===== src/rtl/pkt_seq_pkg.sv =====
package pkt_seq_pkg;

  typedef enum logic [1:0] {
    ENC_OFF = 2'b00,
    ENC_A   = 2'b01,
    ENC_B   = 2'b10,
    ENC_NOP = 2'b11
  } bufEnc_e;

  typedef enum logic [1:0] {
    MODE_ONESHOT = 2'b00,
    MODE_SWAP    = 2'b01,
    MODE_LOOP    = 2'b10,
    MODE_LOOP_X  = 2'b11
  } endMode_e;

  // strobes from the channel control to the channel datapath
  typedef struct packed {
    logic       load;     // take newEn, reload or clear the counter
    logic [1:0] newEn;
    logic       dec;      // count one frame down
    logic       setPend;  // hold wrData until the last frame ends
    logic       clrPend;
  } ctrlStb_t;

endpackage


===== src/rtl/pkt_seq_ctrl.sv =====
module pkt_seq_ctrl
  import pkt_seq_pkg::*;
#(
  parameter int CNT_W = 8,
  parameter int IDX_W = 2,
  parameter int CH_ID = 0
) (
  input  logic             clk,
  input  logic             rstN,
  input  logic             wrEn,
  input  logic [IDX_W-1:0] wrCh,
  input  logic [1:0]       wrData,
  input  logic             frameDone,
  input  logic [IDX_W-1:0] frameCh,
  input  logic [1:0]       mode,
  input  logic [1:0]       curEn,
  input  logic [CNT_W-1:0] curCnt,
  input  logic             pendValid,
  input  logic [1:0]       pendVal,
  output ctrlStb_t         stb
);

  logic       wrHere;
  logic       doneHere;
  logic       active;
  logic       lastFrame;
  logic [1:0] otherBuf;
  logic       effHas;
  logic [1:0] effVal;

  assign wrHere    = wrEn && (wrCh == IDX_W'(CH_ID));
  assign doneHere  = frameDone && (frameCh == IDX_W'(CH_ID));
  assign active    = (curEn == ENC_A) || (curEn == ENC_B);
  assign lastFrame = active && (curCnt == CNT_W'(1));
  assign otherBuf  = {curEn[0], curEn[1]};
  // a write in the completing cycle replaces one held earlier
  assign effHas    = wrHere || pendValid;
  assign effVal    = wrHere ? wrData : pendVal;

  always_comb begin
    stb = '0;
    if (!active) begin
      if (wrHere && (wrData == ENC_A || wrData == ENC_B)) begin
        stb.load  = 1'b1;
        stb.newEn = wrData;
      end
    end else if (!lastFrame) begin
      if (wrHere && wrData == ENC_OFF) begin
        stb.load  = 1'b1;
        stb.newEn = ENC_OFF;
      end else if (wrHere && wrData == otherBuf) begin
        stb.load  = 1'b1;
        stb.newEn = otherBuf;
      end else if (doneHere) begin
        stb.dec = 1'b1;
      end
    end else if (doneHere) begin
      stb.clrPend = 1'b1;
      stb.load    = 1'b1;
      if (effHas && effVal == ENC_OFF) begin
        stb.newEn = ENC_OFF;
      end else if (effHas && effVal == otherBuf) begin
        stb.newEn = otherBuf;
      end else begin
        unique case (mode)
          MODE_ONESHOT: stb.newEn = ENC_OFF;
          MODE_SWAP:    stb.newEn = otherBuf;
          default:      stb.newEn = curEn;
        endcase
      end
    end else if (wrHere) begin
      stb.setPend = 1'b1;
    end
  end


  count_down_chk: assert property (@(posedge clk) disable iff (!rstN)
    (doneHere && active && curCnt > CNT_W'(1) && !wrHere) |=> (curCnt == $past(curCnt) - CNT_W'(1)));


  last_hold_chk: assert property (@(posedge clk) disable iff (!rstN)
    (lastFrame && !doneHere) |=> ($stable(curEn) && $stable(curCnt)));


  oneshot_idle_chk: assert property (@(posedge clk) disable iff (!rstN)
    (lastFrame && doneHere && mode == MODE_ONESHOT && !pendValid && !wrHere) |=> (curEn == ENC_OFF));

endmodule


===== src/rtl/pkt_seq_dpath.sv =====
module pkt_seq_dpath
  import pkt_seq_pkg::*;
#(
  parameter int CNT_W = 8
) (
  input  logic             clk,
  input  logic             rstN,
  input  ctrlStb_t         stb,
  input  logic [1:0]       wrData,
  input  logic [CNT_W-1:0] reloadVal,
  output logic [1:0]       curEn,
  output logic [CNT_W-1:0] curCnt,
  output logic             pendValid,
  output logic [1:0]       pendVal
);

  always_ff @(posedge clk or negedge rstN) begin
    if (!rstN) begin
      curEn  <= ENC_OFF;
      curCnt <= '0;
    end else if (stb.load) begin
      curEn  <= stb.newEn;
      curCnt <= (stb.newEn == ENC_OFF) ? '0 : reloadVal;
    end else if (stb.dec) begin
      curCnt <= curCnt - CNT_W'(1);
    end
  end

  always_ff @(posedge clk or negedge rstN) begin
    if (!rstN) begin
      pendValid <= 1'b0;
      pendVal   <= ENC_OFF;
    end else if (stb.clrPend) begin
      pendValid <= 1'b0;
    end else if (stb.setPend) begin
      pendValid <= 1'b1;
      pendVal   <= wrData;
    end
  end


  enc_legal_chk: assert property (@(posedge clk) disable iff (!rstN)
    curEn != ENC_NOP);


  idle_count_chk: assert property (@(posedge clk) disable iff (!rstN)
    (curEn == ENC_OFF) == (curCnt == '0));

endmodule


===== src/rtl/pkt_buf_sequencer.sv =====
module pkt_buf_sequencer
  import pkt_seq_pkg::*;
#(
  parameter int NUM_CH = 4,
  parameter int CNT_W  = 8,
  localparam int IDX_W = (NUM_CH > 1) ? $clog2(NUM_CH) : 1
) (
  input  logic                    clk,
  input  logic                    rstN,
  input  logic [CNT_W-1:0]        cfgFrames,
  input  logic [2*NUM_CH-1:0]     modeSel,
  input  logic                    wrEn,
  input  logic [IDX_W-1:0]        wrCh,
  input  logic [1:0]              wrData,
  input  logic                    frameDone,
  input  logic [IDX_W-1:0]        frameCh,
  output logic [2*NUM_CH-1:0]     enState,
  output logic [CNT_W*NUM_CH-1:0] frameLeft
);

  logic [CNT_W-1:0] reloadVal;
  assign reloadVal = (cfgFrames == '0) ? CNT_W'(1) : cfgFrames;

  for (genvar ch = 0; ch < NUM_CH; ch++) begin : g_chan
    ctrlStb_t         stb;
    logic [1:0]       curEn;
    logic [CNT_W-1:0] curCnt;
    logic             pendValid;
    logic [1:0]       pendVal;

    pkt_seq_ctrl #(.CNT_W(CNT_W), .IDX_W(IDX_W), .CH_ID(ch)) ctrl_i (
      .clk       (clk),
      .rstN      (rstN),
      .wrEn      (wrEn),
      .wrCh      (wrCh),
      .wrData    (wrData),
      .frameDone (frameDone),
      .frameCh   (frameCh),
      .mode      (modeSel[2*ch +: 2]),
      .curEn     (curEn),
      .curCnt    (curCnt),
      .pendValid (pendValid),
      .pendVal   (pendVal),
      .stb       (stb)
    );

    pkt_seq_dpath #(.CNT_W(CNT_W)) dpath_i (
      .clk       (clk),
      .rstN      (rstN),
      .stb       (stb),
      .wrData    (wrData),
      .reloadVal (reloadVal),
      .curEn     (curEn),
      .curCnt    (curCnt),
      .pendValid (pendValid),
      .pendVal   (pendVal)
    );

    assign enState[2*ch +: 2]         = curEn;
    assign frameLeft[CNT_W*ch +: CNT_W] = curCnt;
  end

endmodule


===== config.mk =====
export PLATFORM = sky130hd
export DESIGN_NAME = pkt_buf_sequencer
export DESIGN_NICKNAME = d
export VERILOG_FILES = /design/src/rtl/pkt_seq_pkg.sv /design/src/rtl/pkt_seq_ctrl.sv /design/src/rtl/pkt_seq_dpath.sv /design/src/rtl/pkt_buf_sequencer.sv
export SDC_FILE = /design/constraint.sdc
export NUM_CORES = 1
export LEC_CHECK = 0
export ABC_AREA = 1
export BUFFER_PORTS_ARGS = -buffer_cell sky130_fd_sc_hd__buf_4
export CAP_MARGIN = 20
export CORE_MARGIN = 2
export CORE_UTILIZATION = 46
export CTS_CLUSTER_DIAMETER = 150
export DETAILED_ROUTE_END_ITERATION = 8
export GPL_ROUTABILITY_DRIVEN = 0
export GPL_TIMING_DRIVEN = 0
export PLACE_DENSITY_LB_ADDON = 0.05
export SLEW_MARGIN = 20
export SYNTH_ARGS = -nofsm -noshare
export SYNTH_HDL_FRONTEND = slang
export SYNTH_SLANG_ARGS = --single-unit

===== constraint.sdc =====
create_clock -name clk -period 5.29 [get_ports clk]
set_clock_uncertainty 0.15 [all_clocks]
set_input_delay 1.3225 -clock clk [delete_from_list [all_inputs] [get_ports clk]]
set_output_delay 1.3225 -clock clk [all_outputs]
set_load 0.01 [all_outputs]

==> reports/results.tsv <==
metric	value	unit
Die Wd	100	um
mean area per synthesized cell	6.69	um2
H-Tree Level Count	2	
gr ovfl total	0	
CORE AREA	9110	um2
Leakage	2.50	nW
Crit Path Category	input pin to flip-flop	
Crit-path slowest cell	nor2_2	
sequential fraction of the synthesis area	0.306	
final period utilization	0.641	
DRT Wirelength	11400	um
Synthesized Nets	672	
final period demand of the worst path	3390	ps
combinational share of power	0.606	
Num CTS Buffers	5	
Setup Buffers After CTS	0	
fin. max-slew vios	0	
power per cell area	525	nW/um2
Slew Limit Headroom	0.544	
cts repair resizes	0	
pin count of the biggest net entering global routing	53	
Post-synth ARST share	1.00	
CP Depth	12	
Cell Int Power	0.00132	W
compound-cell area share of the yosys netlist	0.166	
sequential power share	0.298	
dominant synthesized flop cell	dfrtp_1	
fin util	0.545	
final hold violations	0	
Synth area leader	dfrtp_1	
Post-synth top cells	nand2_1 (157), nor2_1 (81), inv_1 (72)	
worst-path fanout max	10	
CP top delay family	simple AND/OR/NAND/NOR gates	
Fmax	295	MHz
Clk pwr share	0.096	
first-pass GRT wire length	19400	um
initial antenna violation count	0	
cts hold-fix bufs	0	
CTS max path bufs	2	
HP Class	flip-flop to flip-flop	
Final nets	742	
setup repair after global routing missed its margin	false	
layout cells sized above 1	0.187	
most frequent cell after synthesis	nand2_1	
worst-margin pin slew	685	ps
Pre-Repair DR Iteration Count	5	
Synthesis Warnings	0	
Vias	4396	
fill count	931	
WP data required	5340	ps
# rows	35	
final setup fails	0	
CTS tree	built	
WL/cell	13.9	um
DR iter-0 viols	208	
DIE AREA	10000	um2
final setup TNS	0	ps
# DRC	0	
Area Growth Syn to Fin	16.6	%
status	completed	
Post-synth EDFFs	0	
adder-cell share of the synthesized area	0.0264	
final worst slack	1900	ps
dpl ws	1570	ps
Synth Area in Simple Gates	0.362	
cells after synthesis	637	
Post-DRT Antenna Nets	0	
Worst EP arrival	3440	ps
synth unique cells	41	
Register-to-Register Path Depth	13	
top cell type's share of synthesized area	0.306	
net switching power	0.00129	W
placed cells	811	
reg-to-reg slack, setup	2680	ps
clock root buffer	clkbuf_8	
I/O pin total	66	
Clock Sinks	52	
Initial Util	0.468	
crit-path cells	buf_4, clkinv_1, ha_1, inv_1, nor2_1, nor2_1, nand3_1, nor2_2, nand3_1, xor2_1, nand2_1, nand2_1	
Clock transition at path regs	90	ps
Switching Fraction	0.493	
Yosys reg bits	52	
XOR/XNOR Fraction of Synth Area	0.0549	
overall global routing resource usage	0.237	
Crit. End Element	flip-flop	
Post-Layout Cell Count	818	
HPWL after DPL	8650	um
n_diodes	0	
# port buffers	63	
slowest stage delay, CP	340	ps
worst path bufs/invs	3	
Skew-Pair Late Insertion Delay	310	ps
DIE HEIGHT	100	um
WHS Path Cells	2	
Worst setup SP type	input pin	
Max Cap Violations	0	
main combinational cell family by area after synthesis	simple AND/OR/NAND/NOR gates	
Worst VDD drop	0.270	mV
mux cell area share after synthesis	0	
Netlist Area Pre-Place	4260	um2
number of global-route vias before repair	4202	
DR vias/cell	5.37	
ranking of synthesized cells by area	dfrtp_1 (31%), nand2_1 (14%), nor2_1 (7.1%), inv_1 (6.3%), o21ai_0 (4.7%)	
stage by stage:
stage               total power, W  instance area [um2]  hold slack (ps)
finish                     0.00261                 4970              326
global route               0.00287                 4970              359
CTS                        0.00262                 4970              331
detailed placement         0.00237                 4870              308
global placement           0.00233                 4870              301
floorplan                  0.00183                 4260              284
power by group through the flow:
stage | Sequential [W] | Clock [W] | Combinational, W
2_1_floorplan | 0.000813 | 0 | 0.00102
3_3_place_gp | 0.000779 | 0 | 0.00155
3_5_place_dp | 0.000783 | 0 | 0.00158
4_1_cts | 0.000777 | 0.000256 | 0.00159
5_1_grt | 0.000806 | 0.000272 | 0.00180
6_report | 0.000778 | 0.000251 | 0.00158
cell usage in the layout (no fill, tap or decap), types with 3 or more instances in the layout:
master	instances
o31ai_1	3
nand2_2	13
inv_1	72
ha_1	9
nand4_1	12
xor2_1	15
nand3_1	34
o21ai_0	40
xnor2_1	8
nor3_1	13
o22ai_1	8
a21oi_1	38
clkbuf_8	7
nor4_1	4
or2_2	6
nand2_1	157
o21bai_1	10
buf_4	65
inv_2	11
o211ai_1	6
o21ai_2	3
nor2_1	81
nor2_2	5
buf_2	4
o21ai_1	7
dfrtp_1	52
nand3_2	3
path summary, 6_finish.rpt:
check,startpoint,to
max in group asynchronous,rstN,g_chan[2].dpath_i.curCnt[6]$_DFFE_PN0P_
max,wrData[1],g_chan[3].dpath_i.curCnt[6]$_DFFE_PN0P_
min,g_chan[2].dpath_i.pendValid$_DFFE_PN0P_,g_chan[2].dpath_i.pendValid$_DFFE_PN0P_
max reg2reg,g_chan[1].dpath_i.curCnt[1]$_DFFE_PN0P_,g_chan[1].dpath_i.curCnt[4]$_DFFE_PN0P_
min in group asynchronous,rstN,g_chan[2].dpath_i.pendVal[1]$_DFFE_PN0P_
min reg2reg,g_chan[2].dpath_i.pendValid$_DFFE_PN0P_,g_chan[2].dpath_i.pendValid$_DFFE_PN0P_
sequential cells by signal, summed over array words and instances (netlist names):
signal / cells
g_chan.dpath_i.curEn: 8
g_chan.dpath_i.pendVal: 8
g_chan.dpath_i.curCnt: 32
g_chan.dpath_i.pendValid: 4
cell families after synthesis:
| kind of cell | Yosys count |
|---|---|
| XOR/XNOR | 25 |
| buffers and inverters | 91 |
| flip-flops | 52 |
| adder cells (fa/ha/maj) | 9 |
| AO/OA/AOI/OAI | 120 |
| AND/OR/NAND/NOR | 340 |
worst register-to-register path, cell delays in order, from the launching register on:
cell and delay, ps:
dfrtp_1 420, inv_1 90, ha_1 210, inv_1 50, nor4_1 320, nand2_1 160, inv_1 100, nand2_1 60
o21ai_0 70, inv_1 90, a21oi_4 260, nand2_1 270, nor2_1 160, a21oi_1 60
layer usage:
layer	wire length [um]	track usage	vias to the layer above
li1	-	-	2210
met1	5320	0.320	2054
met2	5280	0.406	117
met3	596	0.0272	15
met4	169	0.0580	0
met5	0	0	-
final cells by class:
cell class	instances	area, um2	share of cell area
plain buffers	7	46.3	0.00932
repair buffers	63	473	0.0952
inverters	84	315	0.0635
clock buffers	7	96.3	0.0194
multi-input cells	494	2600	0.523
well taps	111	139	0.0280
flip-flops and latches	52	1300	0.262
(Power assumes the default switching activity.)
